--- config.mk ---
export PLATFORM = sky130hd
export DESIGN_NAME = cfgbank_top
export DESIGN_NICKNAME = d
export VERILOG_FILES = /design/src/rtl/cfgbank_pkg.sv /design/src/rtl/cfgbank_regs.sv /design/src/rtl/cfgbank_nvm.sv /design/src/rtl/cfgbank_cmd.sv /design/src/rtl/cfgbank_view.sv /design/src/rtl/cfgbank_top.sv
export SDC_FILE = /design/constraint.sdc
export NUM_CORES = 1
export LEC_CHECK = 0
export BUFFER_PORTS_ARGS = -buffer_cell sky130_fd_sc_hd__buf_4
export CAP_MARGIN = 20
export CORE_MARGIN = 4
export CORE_UTILIZATION = 45
export DETAILED_ROUTE_END_ITERATION = 6
export PLACE_DENSITY = 0.7
export SKIP_LAST_GASP = 1
export SLEW_MARGIN = 20
export SYNTH_ARGS = -nofsm -noshare
export SYNTH_HDL_FRONTEND = slang
export SYNTH_HIERARCHICAL = 1
export SYNTH_SLANG_ARGS = --single-unit
--- constraint.sdc ---
create_clock -name clk_i -period 1.6 [get_ports clk_i]
set_input_delay 0 -clock clk_i [delete_from_list [all_inputs] [get_ports clk_i]]
set_output_delay 0 -clock clk_i [all_outputs]
set_load 0.005 [all_outputs]
--- src/rtl/cfgbank_pkg.sv ---
package cfgbank_pkg;

  typedef logic [7:0] cfg_byte_t;

  localparam int LOCK_RB_BIT = 7;

  // choose the visible copy of one configuration byte
  function automatic cfg_byte_t pick_copy(input logic use_reg, input cfg_byte_t otp_b,
                                          input cfg_byte_t reg_b);
    return use_reg ? reg_b : otp_b;
  endfunction

  // sequencing field of a configuration byte
  function automatic logic [1:0] seq_field(input cfg_byte_t b);
    return b[1:0];
  endfunction

endpackage

--- src/rtl/cfgbank_regs.sv ---
module cfgbank_regs #(
  parameter int NBYTES = 3,
  parameter int AW     = 3
) (
  input  logic                        clk_i,
  input  logic                        rst_ni,
  input  logic                        wr_ok_i,
  input  logic                        wr_en_i,
  input  logic [AW-1:0]               wr_addr_i,
  input  logic [7:0]                  wr_data_i,
  input  logic                        lock_i,
  output logic [NBYTES-1:0][7:0]      regs_o
);

  logic [NBYTES-1:0][7:0] regs_q;
  logic                   reg_wr_allowed;

  assign reg_wr_allowed = wr_en_i && wr_ok_i && !lock_i;

  for (genvar i = 0; i < NBYTES; i++) begin : g_byte
    localparam logic [AW-1:0] MY_ADDR = AW'(i);
    // no reset: working copy keeps its contents across shutdown
    always_ff @(posedge clk_i) begin
      if (reg_wr_allowed && wr_addr_i == MY_ADDR) regs_q[i] <= wr_data_i;
    end
  end

  assign regs_o = regs_q;

  AST_REG_FROZEN_UNDER_LOCK: assert property (@(posedge clk_i) disable iff (!rst_ni) lock_i |=> $stable(regs_q));

endmodule

--- src/rtl/cfgbank_nvm.sv ---
module cfgbank_nvm #(
  parameter int                  NBYTES    = 3,
  parameter logic [NBYTES*8-1:0] OTP_INIT  = '0,
  parameter logic                LOCK_INIT = 1'b0
) (
  input  logic                   clk_i,
  input  logic                   rst_ni,
  input  logic                   wotp_i,
  input  logic                   burn_i,
  input  logic                   vpp_ok_i,
  input  logic [NBYTES-1:0][7:0] regs_i,
  output logic [NBYTES-1:0][7:0] otp_o,
  output logic                   lock_o,
  output logic                   pulse_o
);

  logic [NBYTES-1:0][7:0] otp_q;
  logic                   lock_q;
  logic                   pulse_q;
  logic                   fire;

  // program request accepted: supply present, not locked, not just programmed
  assign fire = wotp_i && vpp_ok_i && !lock_q && !pulse_q;

  always_ff @(posedge clk_i or negedge rst_ni) begin
    if (!rst_ni) begin
      otp_q   <= OTP_INIT;
      lock_q  <= LOCK_INIT;
      pulse_q <= 1'b0;
    end else begin
      pulse_q <= fire;
      if (fire) begin
        otp_q  <= regs_i;
        lock_q <= lock_q | burn_i;
      end
    end
  end

  assign otp_o   = otp_q;
  assign lock_o  = lock_q;
  assign pulse_o = pulse_q;

  AST_OTP_ONLY_ON_PULSE: assert property (@(posedge clk_i) disable iff (!rst_ni) (otp_q != $past(otp_q)) |-> pulse_q);
  AST_PULSE_NEEDS_VPP: assert property (@(posedge clk_i) disable iff (!rst_ni) pulse_q |-> $past(vpp_ok_i));
  AST_PULSE_SINGLE: assert property (@(posedge clk_i) disable iff (!rst_ni) pulse_q |=> !pulse_q);
  AST_LOCK_STICKY: assert property (@(posedge clk_i) disable iff (!rst_ni) lock_q |=> lock_q);
  AST_LOCKED_NO_PULSE: assert property (@(posedge clk_i) disable iff (!rst_ni) (lock_q && !pulse_q) |=> !pulse_q);

endmodule

--- src/rtl/cfgbank_cmd.sv ---
module cfgbank_cmd #(
  parameter int NBYTES = 3,
  parameter int AW     = 3,
  localparam int WOTP_B  = NBYTES,
  localparam int BURN_B  = NBYTES + 1,
  localparam int RST_B   = NBYTES + 2,
  localparam int SWOFF_B = NBYTES + 3,
  localparam int CMDW    = NBYTES + 4
) (
  input  logic            clk_i,
  input  logic            rst_ni,
  input  logic            clear_i,
  input  logic            wr_en_i,
  input  logic [AW-1:0]   wr_addr_i,
  input  logic [7:0]      wr_data_i,
  input  logic            lock_i,
  input  logic            prog_pulse_i,
  output logic [CMDW-1:0] cmd_o
);

  localparam logic [AW-1:0] CMD_ADDR = AW'(NBYTES);

  logic [CMDW-1:0] cmd_q;
  logic [CMDW-1:0] cmd_d;
  logic            cmd_wr;
  logic            unused_hi;

  assign cmd_wr    = wr_en_i && (wr_addr_i == CMD_ADDR);
  assign unused_hi = ^wr_data_i[7:CMDW];

  always_comb begin
    cmd_d = cmd_q;
    if (clear_i) begin
      cmd_d = '0;
    end else if (cmd_wr) begin
      if (wr_data_i[RST_B]) begin
        cmd_d = '0;
      end else begin
        cmd_d[SWOFF_B] = wr_data_i[SWOFF_B];
        if (!lock_i) begin
          cmd_d[NBYTES-1:0] = wr_data_i[NBYTES-1:0];
          cmd_d[WOTP_B]     = wr_data_i[WOTP_B];
          cmd_d[BURN_B]     = wr_data_i[BURN_B];
        end
      end
    end else if (prog_pulse_i) begin
      cmd_d[WOTP_B] = 1'b0;
      cmd_d[BURN_B] = 1'b0;
    end
  end

  always_ff @(posedge clk_i or negedge rst_ni) begin
    if (!rst_ni) cmd_q <= '0;
    else         cmd_q <= cmd_d;
  end

  assign cmd_o = cmd_q;

  AST_CLEAR_EMPTIES_CMD: assert property (@(posedge clk_i) disable iff (!rst_ni) clear_i |=> (cmd_q == '0));
  AST_WOTP_SELF_CLEARS: assert property (@(posedge clk_i) disable iff (!rst_ni) (prog_pulse_i && !cmd_wr) |=> !cmd_q[WOTP_B]);
  AST_LOCK_KEEPS_SELECT: assert property (@(posedge clk_i) disable iff (!rst_ni) (lock_i && !clear_i && !(cmd_wr && wr_data_i[RST_B])) |=> (cmd_q[NBYTES-1:0] == $past(cmd_q[NBYTES-1:0])));

endmodule

--- src/rtl/cfgbank_view.sv ---
module cfgbank_view #(
  parameter int NBYTES = 3,
  parameter int AW     = 3,
  parameter int CMDW   = NBYTES + 4
) (
  input  logic [NBYTES-1:0][7:0] otp_i,
  input  logic [NBYTES-1:0][7:0] regs_i,
  input  logic [CMDW-1:0]        cmd_i,
  input  logic                   lock_i,
  input  logic [AW-1:0]          rd_addr_i,
  output logic [NBYTES-1:0][7:0] active_o,
  output logic [7:0]             rd_data_o
);
  import cfgbank_pkg::*;

  localparam logic [AW-1:0] CMD_ADDR = AW'(NBYTES);

  logic [7:0] cmd_rb;

  for (genvar i = 0; i < NBYTES; i++) begin : g_pick
    assign active_o[i] = pick_copy(cmd_i[i], otp_i[i], regs_i[i]);
  end

  always_comb begin
    cmd_rb              = '0;
    cmd_rb[CMDW-1:0]    = cmd_i;
    cmd_rb[LOCK_RB_BIT] = lock_i;
  end

  // readback follows the same per-byte select as the active copy
  always_comb begin
    rd_data_o = '0;
    if (rd_addr_i == CMD_ADDR) begin
      rd_data_o = cmd_rb;
    end else begin
      for (int i = 0; i < NBYTES; i++) begin
        if (rd_addr_i == AW'(i)) rd_data_o = active_o[i];
      end
    end
  end

endmodule

--- src/rtl/cfgbank_top.sv ---
module cfgbank_top #(
  parameter int                  NBYTES    = 3,
  parameter int                  AW        = 3,
  parameter logic [NBYTES*8-1:0] OTP_INIT  = '0,
  parameter logic                LOCK_INIT = 1'b0
) (
  input  logic                  clk_i,
  input  logic                  rst_ni,
  input  logic                  shutdown_i,
  input  logic                  lockout_i,
  input  logic                  vpp_ok_i,
  input  logic                  wr_en_i,
  input  logic [AW-1:0]         wr_addr_i,
  input  logic [7:0]            wr_data_i,
  input  logic [AW-1:0]         rd_addr_i,
  output logic [7:0]            rd_data_o,
  output logic [NBYTES*8-1:0]   active_cfg_o,
  output logic [1:0]            seq_mode_o,
  output logic                  outputs_off_o,
  output logic                  swoff_o,
  output logic                  prog_pulse_o
);
  import cfgbank_pkg::*;

  localparam int CMDW     = NBYTES + 4;
  localparam int WOTP_B   = NBYTES;
  localparam int BURN_B   = NBYTES + 1;
  localparam int SWOFF_B  = NBYTES + 3;
  localparam int SEQ_BYTE = NBYTES - 1;

  logic                   clear_cmd;
  logic                   wr_ok;
  logic [CMDW-1:0]        cmd;
  logic                   lock;
  logic [NBYTES-1:0][7:0] regs;
  logic [NBYTES-1:0][7:0] otp;
  logic [NBYTES-1:0][7:0] active;

  assign clear_cmd = shutdown_i || lockout_i;
  assign wr_ok     = !clear_cmd;

  cfgbank_regs #(.NBYTES(NBYTES), .AW(AW)) u_regs (
    .clk_i(clk_i), .rst_ni(rst_ni), .wr_ok_i(wr_ok), .wr_en_i(wr_en_i),
    .wr_addr_i(wr_addr_i), .wr_data_i(wr_data_i), .lock_i(lock), .regs_o(regs)
  );

  cfgbank_cmd #(.NBYTES(NBYTES), .AW(AW)) u_cmd (
    .clk_i(clk_i), .rst_ni(rst_ni), .clear_i(clear_cmd), .wr_en_i(wr_en_i),
    .wr_addr_i(wr_addr_i), .wr_data_i(wr_data_i), .lock_i(lock),
    .prog_pulse_i(prog_pulse_o), .cmd_o(cmd)
  );

  cfgbank_nvm #(.NBYTES(NBYTES), .OTP_INIT(OTP_INIT), .LOCK_INIT(LOCK_INIT)) u_nvm (
    .clk_i(clk_i), .rst_ni(rst_ni), .wotp_i(cmd[WOTP_B]), .burn_i(cmd[BURN_B]),
    .vpp_ok_i(vpp_ok_i), .regs_i(regs), .otp_o(otp), .lock_o(lock), .pulse_o(prog_pulse_o)
  );

  cfgbank_view #(.NBYTES(NBYTES), .AW(AW), .CMDW(CMDW)) u_view (
    .otp_i(otp), .regs_i(regs), .cmd_i(cmd), .lock_i(lock), .rd_addr_i(rd_addr_i),
    .active_o(active), .rd_data_o(rd_data_o)
  );

  assign active_cfg_o  = active;
  assign seq_mode_o    = seq_field(active[SEQ_BYTE]);
  assign outputs_off_o = (seq_mode_o == 2'b00);
  assign swoff_o       = cmd[SWOFF_B];

  AST_SHDN_DROPS_SELECT: assert property (@(posedge clk_i) disable iff (!rst_ni) shutdown_i |=> (active == otp));
  AST_OFF_FLAG_MATCHES: assert property (@(posedge clk_i) disable iff (!rst_ni) outputs_off_o |-> (active_cfg_o[SEQ_BYTE*8 +: 2] == 2'b00));

endmodule

* Word-level counts from Yosys, hierarchy flattened
Cells that the tools add are included. W data, S select, Z words.
Word-level totals: logic and storage cells 59, flip-flop bits (word level) 57
Cells by class: muxes and demuxes 16, bitwise gates (word level) 1, eq/ne operators 8, reduce and logical (&&, ||, !) cells 22
Operators with widths (number):
- $mux W8 | 7
- $eq A3 B2 Y1 const B | 4
- $mux W5 | 2
- $logic_and A1 B1 Y1 | 9
- $mux W7 | 1
- $eq A3 B1 Y1 const B | 2
- $logic_not A3 Y1 | 2
- $mux W2 | 3
- $reduce_and A2 Y1 | 3
- $ne A4 B4 Y1 const B | 1
- $reduce_bool A2 Y1 | 2
- $logic_not A1 Y1 | 3
- $mux W3 | 1
- $ne A3 B3 Y1 const B | 1
- $reduce_bool A3 Y1 | 1
- $logic_not A2 Y1 | 1
- $mux W1 | 2
- $logic_or A1 B1 Y1 | 1
- $or A1 B1 Y1 | 1

* Depth between registers and ports, before layout
Gate-level depths: netlist of run 1.
word-level depth 5, mapped depth 5, depth with buffers taken out 4

* Hierarchy
Netlist of run 1, hierarchy kept.
Modules (own cells, without submodules):
- cfgbank_nvm | seq. area each 650.6 sq um, times used 1, cells each 56, area each 1071.0 sq um
- cfgbank_regs | seq. area each 720.7 sq um, times used 1, cells each 28, area each 778.2 sq um
- cfgbank_view | seq. area each 0.0 sq um, times used 1, cells each 75, area each 611.8 sq um
- cfgbank_cmd | seq. area each 150.1 sq um, times used 1, cells each 37, area each 345.3 sq um
- cfgbank_top | seq. area each 0.0 sq um, times used 1, cells each 5, area each 28.8 sq um

* Worst setup path before layout of run 1
OpenSTA, ideal clock, no wires.
path type flip-flop to flip-flop, from register u_nvm.lock_q (netlist: u_nvm/lock_o), to register u_regs.regs_q, in the netlist u_regs/regs_o[0], enable pin, buffers on the path 0, setup time 0.383 ns, required time 1.217 ns, stages on the path, launching flop included 3, data arrival time 1.315 ns, setup slack -0.098 ns, cell sequence dfrtp_1 -> nand4bb_4 -> nor3_1
Between the ends: cells in the longest elaborated chain, start to end 3
Ends and longest elaborated chain:
- start: declaration | RTL line cfgbank_nvm.sv:18 | logic lock_q;
- start signal: assignment | RTL line cfgbank_nvm.sv:34 | lock_q <= lock_q | burn_i;
- $logic_not A1 Y1 | RTL line cfgbank_regs.sv:18 | assign reg_wr_allowed = wr_en_i && wr_ok_i && !lock_i;
- $logic_and A1 B1 Y1 | RTL line cfgbank_regs.sv:18
- $logic_and A1 B1 Y1 | RTL line cfgbank_regs.sv:24 | if (reg_wr_allowed && wr_addr_i == MY_ADDR) regs_q[i] <= wr_data_i;
- end signal: indexed assignment | RTL line cfgbank_regs.sv:24
- end: declaration | RTL line cfgbank_regs.sv:15 | logic [NBYTES-1:0][7:0] regs_q;
Every way passes these cells. A chain may end at the register's enable or synchronous reset.

* Final worst setup path of run 1
from register u_cmd.cmd_q[1] (netlist: u_cmd/cmd_o[1]), to output rd_data_o[5]
Between the ends: cells in the longest elaborated chain, start to end 4
Ends and longest elaborated chain:
- start: declaration | RTL line cfgbank_cmd.sv:23 | logic [CMDW-1:0] cmd_q;
- start signal: assignment | RTL line cfgbank_cmd.sv:54 | else cmd_q <= cmd_d;
- $mux W8 | RTL line cfgbank_pkg.sv:10 | return use_reg ? reg_b : otp_b;
- $mux W8 (2 in a row) | RTL line cfgbank_view.sv:37 | if (rd_addr_i == AW'(i)) rd_data_o = active_o[i];
- $mux W8 | RTL line cfgbank_view.sv:33 | if (rd_addr_i == CMD_ADDR) begin
- end: declaration | RTL line cfgbank_top.sv:16 | output logic [7:0] rd_data_o,
Every way passes these cells.

==> results.md, run 1 <==
- Core area: 0.00603 mm^2
- Total GRT Usage: 0.187
- Leakage: 0.00162 uW
- Die X: 87.4 um
- Worst reg2reg endpoint: u_regs/regs_o[19]
- Final setup fails: 7
- FF-to-FF path depth: 4
- Dominant cell type by area after synthesis: dfrtp_1
- HPWL after DPL: 4.86 mm
- Worst min-delay path startpoint: lockout_i
- CTS Buffer Depth: 2
- DR WL/cell: 19.3 um
- Area delta synth->final: 30.9%
- Hold slack: 0.122 ns
- Status: finished with violations
- Post-Place Cell Area: 0.00337 mm^2
- Initial antenna violation count: 0
- Die Span Y: 87.4 um
- Max cap viols: 0
- Worst hold path type: in -> reg
- Final Hold Viols: 0
- Slew @ Worst Pin: 0.503 ns
- Layout cell share with drive strength beyond 1: 0.553
- Worst-path clk slew: 0.10 ns
- Dominant cells by area after synthesis: dfrtp_1, edfxtp_1, mux2_4
- Grt total ovfl: 0
- Hold-critical path depth: 3
- Vias in the first global route: 1,971
- GP Congestion: 0.798
- Area share of the largest cell type after synthesis: 0.282
- Rows: 28
- # IOs: 57
- Critical path fanouts, max: 7
- TritonCTS Buffers: 5
- Final WL: 6.89 mm
- Synthesized cell area: 0.00284 mm^2
- Worst slack at placement: 0.0911 ns
- FFs w/ async S/R, synth: 0.571
- Via count: 1,963
- Ant. Diodes: 0
- Commonest cells after routing, fill and taps aside: buf_4, dfrtp_1, mux2_4, edfxtp_1, mux2_2
- Clk_lat worst skew: 0.31 ns
- Yosys cell types: 38
- CTS root buffer: clkbuf_8
- WHS Endpoint: u_cmd/cmd_o[6]
- Max Slew Vio Count: 0
- R2r startpoint: u_nvm/lock_o
- Crit. End Element: output port
- First-pass GRT wire length: 10.9 mm
- Worst Skew: 0.00483 ns
- Sequential-to-total area share from yosys stat: 0.537
- Setup CP Type: reg -> out
- Shortest period the worst path allows: 1.66 ns
- FMAX: 0.602 GHz
- Slew HR: 0.665
- CP startpoint kind: register
- EDFF count, synth: 24
- Worst R2R Setup Slack: 0.08 ns
- Cells after DPL: 333
- Largest net degree at the start of global routing: 33
- Via density: 5.50
- Seq cells post-synth: 56
- Post-Layout Cell Count: 357
- Post-synth top flop: dfrtp_1
- Failing checks: negative setup slack
- Core Util, Final: 0.616
- DRC Markers: 0
- # port buffers: 56
- Nets@finish: 301
- H-tree depth: 2
- DR iter-0 viols: 125
- Synth Net Count: 221
- Commonest non-fill, non-tap cell in the layout: buf_4
- Final antenna-violating net count: 0
- Gate Count Post-Synth: 201
- Initial Utilization: 0.471
- CTS sink cnt: 56
- Syn_area_per_cell: 14.1 um^2
- Pwr Density: 747 mW/mm^2
- RSZ-0062 raised after global routing: yes
- Synthesis warning total: 6
- DRT Pass-1 Iters: 4
- Tcrit/Tclk final: 1.04
- Arr. time, crit path: 1.66 ns
- CP Data Required Time: 1.60 ns
- Final Cell Area: 0.00371 mm^2
- TritonCTS clock tree: done
- Worst IR Drop VDD: 0.000399 V
- PnR worst setup slack: -0.0606 ns
- Die area: 0.00763 mm^2
[flip-flops by register name, indices dropped and copies added (netlist names)]
signal / flops
u_nvm/pulse_o: 1
u_regs/regs_o: 24
u_cmd/cmd_o: 6
u_nvm/otp_o: 24
u_nvm/lock_o: 1
[report_power, final]
group	internal, uW	switching (uW)	leakage [uW]	total [uW]
combinational	246	185	0.000926	431
sequential	1540	24.1	0.000654	1570
clock	304	470	0.0000378	773
total	2090	679	0.00162	2770
[timing repair]
item,in CTS,in global routing
endpoints found under the setup margin,8,8
buffers inserted,2,4
endpoints found under the hold margin,60,0
resized for setup,10,14
pin swaps,6,3
hold buffers,10,0
[cells by family (layout without fill, tap and decap cells)]
kind of cell | Yosys count | in the layout | synth area share
buffers and inverters | 14 | 95 | 0.0472
other | 1 | 1 | 0.00132
DFF | 56 | 56 | 0.537
AOI/OAI and AO/OA | 24 | 24 | 0.0583
muxes | 48 | 48 | 0.218
and+or+nand+nor | 58 | 58 | 0.138
[cell usage after synthesis, types with 2 or more instances]
master     count
a21oi_1        3
nor3_1        14
dfrtp_1       32
mux2_2        27
buf_4          3
o21ai_0        2
o21bai_1       6
nor3b_2        2
a2bb2oi_1      2
buf_12         3
edfxtp_1      24
buf_6          2
or4b_1         3
mux2_4        21
buf_2          5
nand3_1        6
a31oi_1        3
nand2_1       10
o22ai_1        6
nor2b_1        2
nor2_1         5
nand2b_1       3
nand4_1        2
[worst max-delay path by stage]
stage	cells after the start	end	slack [ns]	start
6_report	5	rd_data_o[5]	-0.06	u_cmd/cmd_o[1]
5_1_grt	5	rd_data_o[5]	-0.13	u_cmd/cmd_o[0]
4_1_cts	4	rd_data_o[1]	-0.07	u_cmd/cmd_o[0]
3_5_place_dp	4	u_regs/regs_o[18]	0.09	u_nvm/lock_o
3_3_place_gp	4	u_regs/regs_o[18]	0.11	u_nvm/lock_o
2_1_floorplan	2	u_regs/regs_o[16]	0.08	u_nvm/lock_o
[through the flow]
stage / setup TNS (ns) / total power [uW]
final: -0.217 / 2770
after global routing: -0.779 / 2870
after CTS: -0.388 / 2760
after global placement: 0 / 1970
after floorplan: 0 / 1780
after detailed placement: 0 / 1970
[worst max-delay path, cell delays in order, from the launching register on]
cell and delay, ns:
dfrtp_2 0.48, buf_12 0.15, mux2_2 0.35, o22ai_2 0.18
nor3_2 0.06, buf_4 0.13
[per-layer routing]
| layer | wire length, um | GRT usage | up-vias | share of wire |
|---|---|---|---|---|
| met4 | 59 | 0.0418 | 0 | 0.0086 |
| li1 | - | - | 910 | - |
| met3 | 319 | 0.0293 | 5 | 0.046 |
| met1 | 3100 | 0.259 | 996 | 0.45 |
| met5 | 0 | 0 | - | 0 |
| met2 | 3410 | 0.308 | 52 | 0.50 |
[layout make-up]
cell class	count	area (um^2)
Clock inverter	3	18.8
Fill cell	480	2310
Clock buffer	5	68.8
Multi-Input combinational cell	131	1290
Timing Repair Buffer	86	716
Sequential cell	56	1520
Tap cell	75	93.8
Inverter	1	3.75
Note: power is estimated with default switching activity, not from simulation.
==> inputs of run 2 (changes only) <==
--- a/config.mk
+++ b/config.mk
@@ -19 +19,2 @@
 export SYNTH_SLANG_ARGS = --single-unit
+export TNS_END_PERCENT = 100
==> constraint.sdc (replaced) <==
create_clock -name clk_i -period 1.6 [get_ports clk_i]
set_input_delay 0.32 -clock clk_i [delete_from_list [all_inputs] [get_ports clk_i]]
set_output_delay 0.32 -clock clk_i [all_outputs]
set_load 0.005 [all_outputs]
==> run 2 against run 1 <==
Effect of this change:
- the run still ends with negative setup slack left
- global-route usage increased by 0.44 points
- sequential power about the same
- worst hold slack gained 0.079 ns
- count of clock-buffer cells in the layout rose by 1
- register-to-register slack improved by 0.04 ns
- cell count up 4.5%
- flip-flop and latch count stayed put
- clock power increased by 25%
- critical endpoint is now rd_data_o[1]
- non-clock buffer count grew 16
- routed wire length rose by 0.35%
- largest cell class unchanged
- maximum frequency fell by 16%
- clock skew is 0.0029 ns higher
==> results.md, run 2 (same netlist as run 1, synthesis figures left out) <==
- Via count: 2,048
- Max cap viols: 0
- CTS sink cnt: 56
- Crit. End Element: output port
- Critical path cell sequence: mux2_4, and2_0, o32a_1, buf_4
- Nets@finish: 317
- GP Congestion: 0.813
- CP startpoint kind: register
- Core area: 0.00603 mm^2
- # IOs: 57
- Largest net degree at the start of global routing: 33
- Status: finished with violations
- Failing checks: negative setup slack
- Worst-path clk slew: 0.10 ns
- DRT Pass-1 Iters: 4
- Final Hold Viols: 0
- Worst IR Drop VDD: 0.000469 V
- Net Sw Power: 685 uW
- Clk_lat worst skew: 0.31 ns
- Arr. time, crit path: 1.65 ns
- Via density: 5.49
- Max Slew Vio Count: 0
- Vias in the first global route: 2,146
- Power Internal: 2360 uW
- Commonest non-fill, non-tap cell in the layout: buf_4
- Die X: 87.4 um
- Die area: 0.00763 mm^2
- Worst hold path type: in -> reg
- TritonCTS clock tree: done
- Clock power share: 0.319
- Die Span Y: 87.4 um
- Initial antenna violation count: 0
- PnR worst setup slack: -0.367 ns
- Area delta synth->final: 40.3%
- Grt total ovfl: 0
- DRC Markers: 0
- DR iter-0 viols: 120
- Leakage: 0.00176 uW
- # port buffers: 56
- TritonCTS Buffers: 5
- Final antenna-violating net count: 0
- CP peak stage delay: 0.45 ns
- CTS Buffer Depth: 2
- Worst Skew: 0.00772 ns
- CP Data Required Time: 1.28 ns
- Post-Place Cell Area: 0.00353 mm^2
- Post-Layout Cell Count: 373
- DR WL/cell: 18.5 um
- HPWL after DPL: 5.00 mm
- Critical path fanouts, max: 4
- Initial Utilization: 0.471
- Switching share of power: 0.225
- Commonest cells after routing, fill and taps aside: buf_4, mux2_4, buf_6, dfrtp_1, edfxtp_1
- Pwr Density: 765 mW/mm^2
- Sequential share of power: 0.515
- Rows: 28
- Final Cell Area: 0.00398 mm^2
- Shortest period the worst path allows: 1.97 ns
- Ant. Diodes: 0
- Cells after DPL: 358
- H-tree depth: 2
- RSZ-0062 raised after global routing: yes
- CTS root buffer: clkbuf_8
- Tcrit/Tclk final: 1.23
- Total GRT Usage: 0.191
- Setup CP Type: reg -> out
- Final setup fails: 34
- Logic pwr share: 0.166
- Final WL: 6.91 mm
- First-pass GRT wire length: 11.2 mm
- Slowest-stage cell, CP: dfrtp_2
- Layout cell share with drive strength beyond 1: 0.614
- FMAX: 0.508 GHz
run 2: power by group through the flow:
stage               clock, uW  sequential, uW  combinational (uW)
floorplan                   0            1590                 193
global placement            0            1590                 417
detailed placement          0            1600                 423
CTS                       993            1570                 467
global route             1040            1570                 548
finish                    970            1570                 506
run 2: metrics by stage:
step / setup WS (ns) / util / TNS [ns] / total power (uW) / hold WS (ns)
5_1_grt: -0.405 / 0.660 / -8.17 / 3160 / 0.191
3_3_place_gp: -0.0902 / 0.586 / -0.404 / 2010 / 0.288
6_report: -0.367 / 0.660 / -6.54 / 3040 / 0.201
4_1_cts: -0.359 / 0.635 / -6.90 / 3030 / 0.193
2_1_floorplan: 0.0131 / - / 0 / 1780 / 0.0244
3_5_place_dp: -0.0956 / 0.586 / -0.497 / 2020 / 0.292
run 2: what timing repair did:
action / 4_1_cts / 5_1_grt
buffers inserted: 5 / 6
resized for setup: 35 / 33
setup endpoints to repair: 33 / 35
hold buffers: 1 / 0
pin swaps: 2 / 11
endpoints found under the hold margin: 32 / 0
run 2: final timing paths:
path	startpoint	endpoint	slack (ns)	depth (start not counted)
max in group asynchronous	rst_ni	u_cmd/cmd_o[1]	0.79	2
worst max register to register	u_nvm/pulse_o	u_nvm/otp_o[14]	0.12	3
min in group asynchronous	rst_ni	u_cmd/cmd_o[3]	0.49	2
worst min-delay path	wr_data_i[7]	u_regs/regs_o[15]	0.20	1
worst max-delay path	u_cmd/cmd_o[0]	rd_data_o[1]	-0.37	4
worst min register to register	u_regs/regs_o[3]	u_nvm/otp_o[3]	0.51	1
run 2: final cells by class:
class	count	area [um^2]
Multi-Input combinational cell	131	1340
Sequential cell	56	1520
Timing Repair Buffer	102	893
Tap cell	75	93.8
Fill cell	437	2050
Clock inverter	2	38.8
Clock buffer	6	82.6
Inverter	1	3.75
run 2: routing by layer:
layer  part of all wire  routed length (um)  track usage
met5                  0                   0            0
met2               0.51                3560        0.320
met3              0.060                 418       0.0341
met4             0.0088                  61       0.0446
met1               0.42                2880        0.258
run 2: critical path: cells and delay by family (launching register included):
kind / cells / cell delay [ns]
AND/OR/NAND/NOR: 1 / 0.14
buffers and inverters: 1 / 0.14
flip-flops: 1 / 0.45
multiplexers: 1 / 0.32
AO/OA/AOI/OAI: 1 / 0.29
==> inputs of run 3 (changes only) <==
Settings changed: ABC_AREA set to 1, HOLD_SLACK_MARGIN set to 0.1, SKIP_LAST_GASP 1 to unset.
==> run 3 against run 2 <==
Effect of this change:
- critical path type unchanged
- the flow still finishes with violations (negative setup slack)
- routed wire length up 18%
- combinational power down 51%
- sequential power shrank 4%
- largest cell class unchanged
- flip-flop and latch count unchanged
==> results.md, run 3 <==
- Slowest-stage cell, CP: dfrtp_2
- Setup CP Type: reg -> out
- Hold-critical path depth: 1
- Area delta synth->final: 31.4%
- Synth Net Count: 350
- Count leader, synth: nand2_1
- Failing checks: negative setup slack
- Final Hold Viols: 0
- Layout cell share with drive strength beyond 1: 0.351
- DR WL/cell: 17.1 um
- Final setup fails: 12
- Clk_lat worst skew: 0.31 ns
- Dominant cells by area after synthesis: dfrtp_1, edfxtp_1, nand2_1
- Max Slew Vio Count: 0
- CP peak stage delay: 0.46 ns
- Grt total ovfl: 0
- CTS root buffer: clkbuf_8
- Largest net degree at the start of global routing: 33
- DRT Pass-1 Iters: 4
- Core area: 0.00596 mm^2
- DR iter-0 viols: 277
- GP Congestion: 0.921
- # port buffers: 56
- Shortest period the worst path allows: 1.76 ns
- Initial antenna violation count: 0
- RSZ-0062 raised after global routing: yes
- DRC Markers: 0
- Commonest non-fill, non-tap cell in the layout: nand2_1
- Hold slack: 0.225 ns
- Tcrit/Tclk final: 1.10
- Worst hold path type: in -> reg
- Worst min-delay path startpoint: wr_data_i[3]
- Post-Layout Cell Count: 477
- Syn_area_per_cell: 8.45 um^2
- Pwr Density: 686 mW/mm^2
- PnR worst setup slack: -0.160 ns
- CP startpoint kind: register
- Vias in the first global route: 2,368
- Status: finished with violations
- Rows: 28
- Kind of cell adding the most delay to the critical path: flip-flops
- FFs w/ async S/R, synth: 0.571
- Yosys cell types: 20
- Core Util, Final: 0.615
- Commonest cells after routing, fill and taps aside: nand2_1, buf_4, dfrtp_1, nand3_1
- Ant. Diodes: 0
- Die X: 86.7 um
- Dominant cell type by area after synthesis: dfrtp_1
- HPWL after DPL: 5.69 mm
- Critical path cell sequence: buf_6, o21ai_4, nand2_1, nand4_1, buf_4
- Arr. time, crit path: 1.44 ns
- Total GRT Usage: 0.221
- Worst Skew: 0.00616 ns
- Gate Count Post-Synth: 330
- Final antenna-violating net count: 0
- R2r startpoint: u_nvm/lock_o
- Die Span Y: 86.7 um
- CP Data Required Time: 1.28 ns
- First-pass GRT wire length: 12.6 mm
- CTS Buffer Depth: 2
- Die area: 0.00752 mm^2
- Post-synth top flop: dfrtp_1
- CTS sink cnt: 56
- Crit. End Element: output port
- Nets@finish: 421
- Sequential-to-total area share from yosys stat: 0.546
- Synthesis warning total: 6
- Initial Utilization: 0.468
- Setup TNS: -1.10 ns
- Cells after DPL: 463
- Via density: 5.32
- Via count: 2,537
- Synthesized cell area: 0.00279 mm^2
- H-tree depth: 2
- Final WL: 8.17 mm
- TritonCTS Buffers: 5
- Worst R2R Setup Slack: 0.30 ns
- FMAX: 0.568 GHz
- Critical path fanouts, max: 5
- Worst reg2reg endpoint: u_regs/regs_o[1]
- Worst slack at placement: 0.0511 ns
- Synth top cells by count: nand2_1, dfrtp_1, nand3_1, edfxtp_1, inv_1
- FF-to-FF path depth: 4
- Crit path buffers/inverters: 2
- Worst IR Drop VDD: 0.000412 V
- Max cap viols: 0
- WHS Endpoint: u_regs/regs_o[3]
- EDFF count, synth: 24
- Seq cells post-synth: 56
- Leakage: 0.00184 uW
- Area share of the largest cell type after synthesis: 0.287
- Worst-path clk slew: 0.10 ns
- TritonCTS clock tree: done
- # IOs: 57
==> run 3: cells by family after synthesis <==
| kind of cell | share of synthesized area |
|---|---|
| AO/OA/AOI/OAI | 0.0144 |
| flip-flops | 0.546 |
| AND/OR/NAND/NOR | 0.361 |
| buffers and inverters | 0.0776 |
| other | 0.00135 |
==> run 3: worst max path at each step <==
stage                   start          endpoint  depth (start not counted)
3_3_place_gp   u_cmd/cmd_o[1]      rd_data_o[0]                          5
4_1_cts        u_cmd/cmd_o[1]      rd_data_o[6]                          6
3_5_place_dp   u_cmd/cmd_o[1]      rd_data_o[3]                          5
6_report       u_cmd/cmd_o[1]      rd_data_o[4]                          5
5_1_grt        u_cmd/cmd_o[2]      rd_data_o[2]                          6
2_1_floorplan    u_nvm/lock_o  u_regs/regs_o[0]                          3
==> run 3: layer usage <==
layer,up-vias,GRT usage,part of all wire
li1,1207,-,-
met1,1205,0.294,0.40
met2,111,0.369,0.50
met3,14,0.0342,0.078
met4,0,0.0765,0.025
met5,-,0,0
==> run 3: area by class of cell <==
type | instances | area, um^2
clock buffer | 5 | 68.8
clock inverter | 3 | 18.8
fill | 507 | 2290
inverter | 26 | 103
multi-input combinational | 234 | 1220
sequential | 56 | 1530
tap | 75 | 93.8
timing repair buffer | 78 | 629
==> run 3: worst register-to-register path: cells and delay by family (launching register included) <==
kind | cells | cell delay [ns]
simple gates | 2 | 0.22
buf+inv | 2 | 0.30
flops | 1 | 0.49
==> run 3: repair_timing <==
action / 4_1_cts / 5_1_grt
cloned: 0 / 3
endpoints found under the setup margin: 19 / 17
hold endpoints to repair: 32 / 0
pin swaps: 5 / 10
hold buffers: 1 / 0
gates resized for setup: 29 / 49
buffers inserted: 0 / 2
==> run 3: metrics by stage <==
stage	cell area [um^2]	total power [uW]
2_1_floorplan	2790	1620
3_3_place_gp	3300	1750
3_5_place_dp	3300	1750
4_1_cts	3470	2510
5_1_grt	3660	2610
6_report	3660	2510
==> run 3: power by group <==
part           switching, uW  leakage (uW)  internal (uW)
combinational            147       0.00115            103
sequential              5.56      0.000652           1500
clock                    454     0.0000378            303
total                    606       0.00184           1910
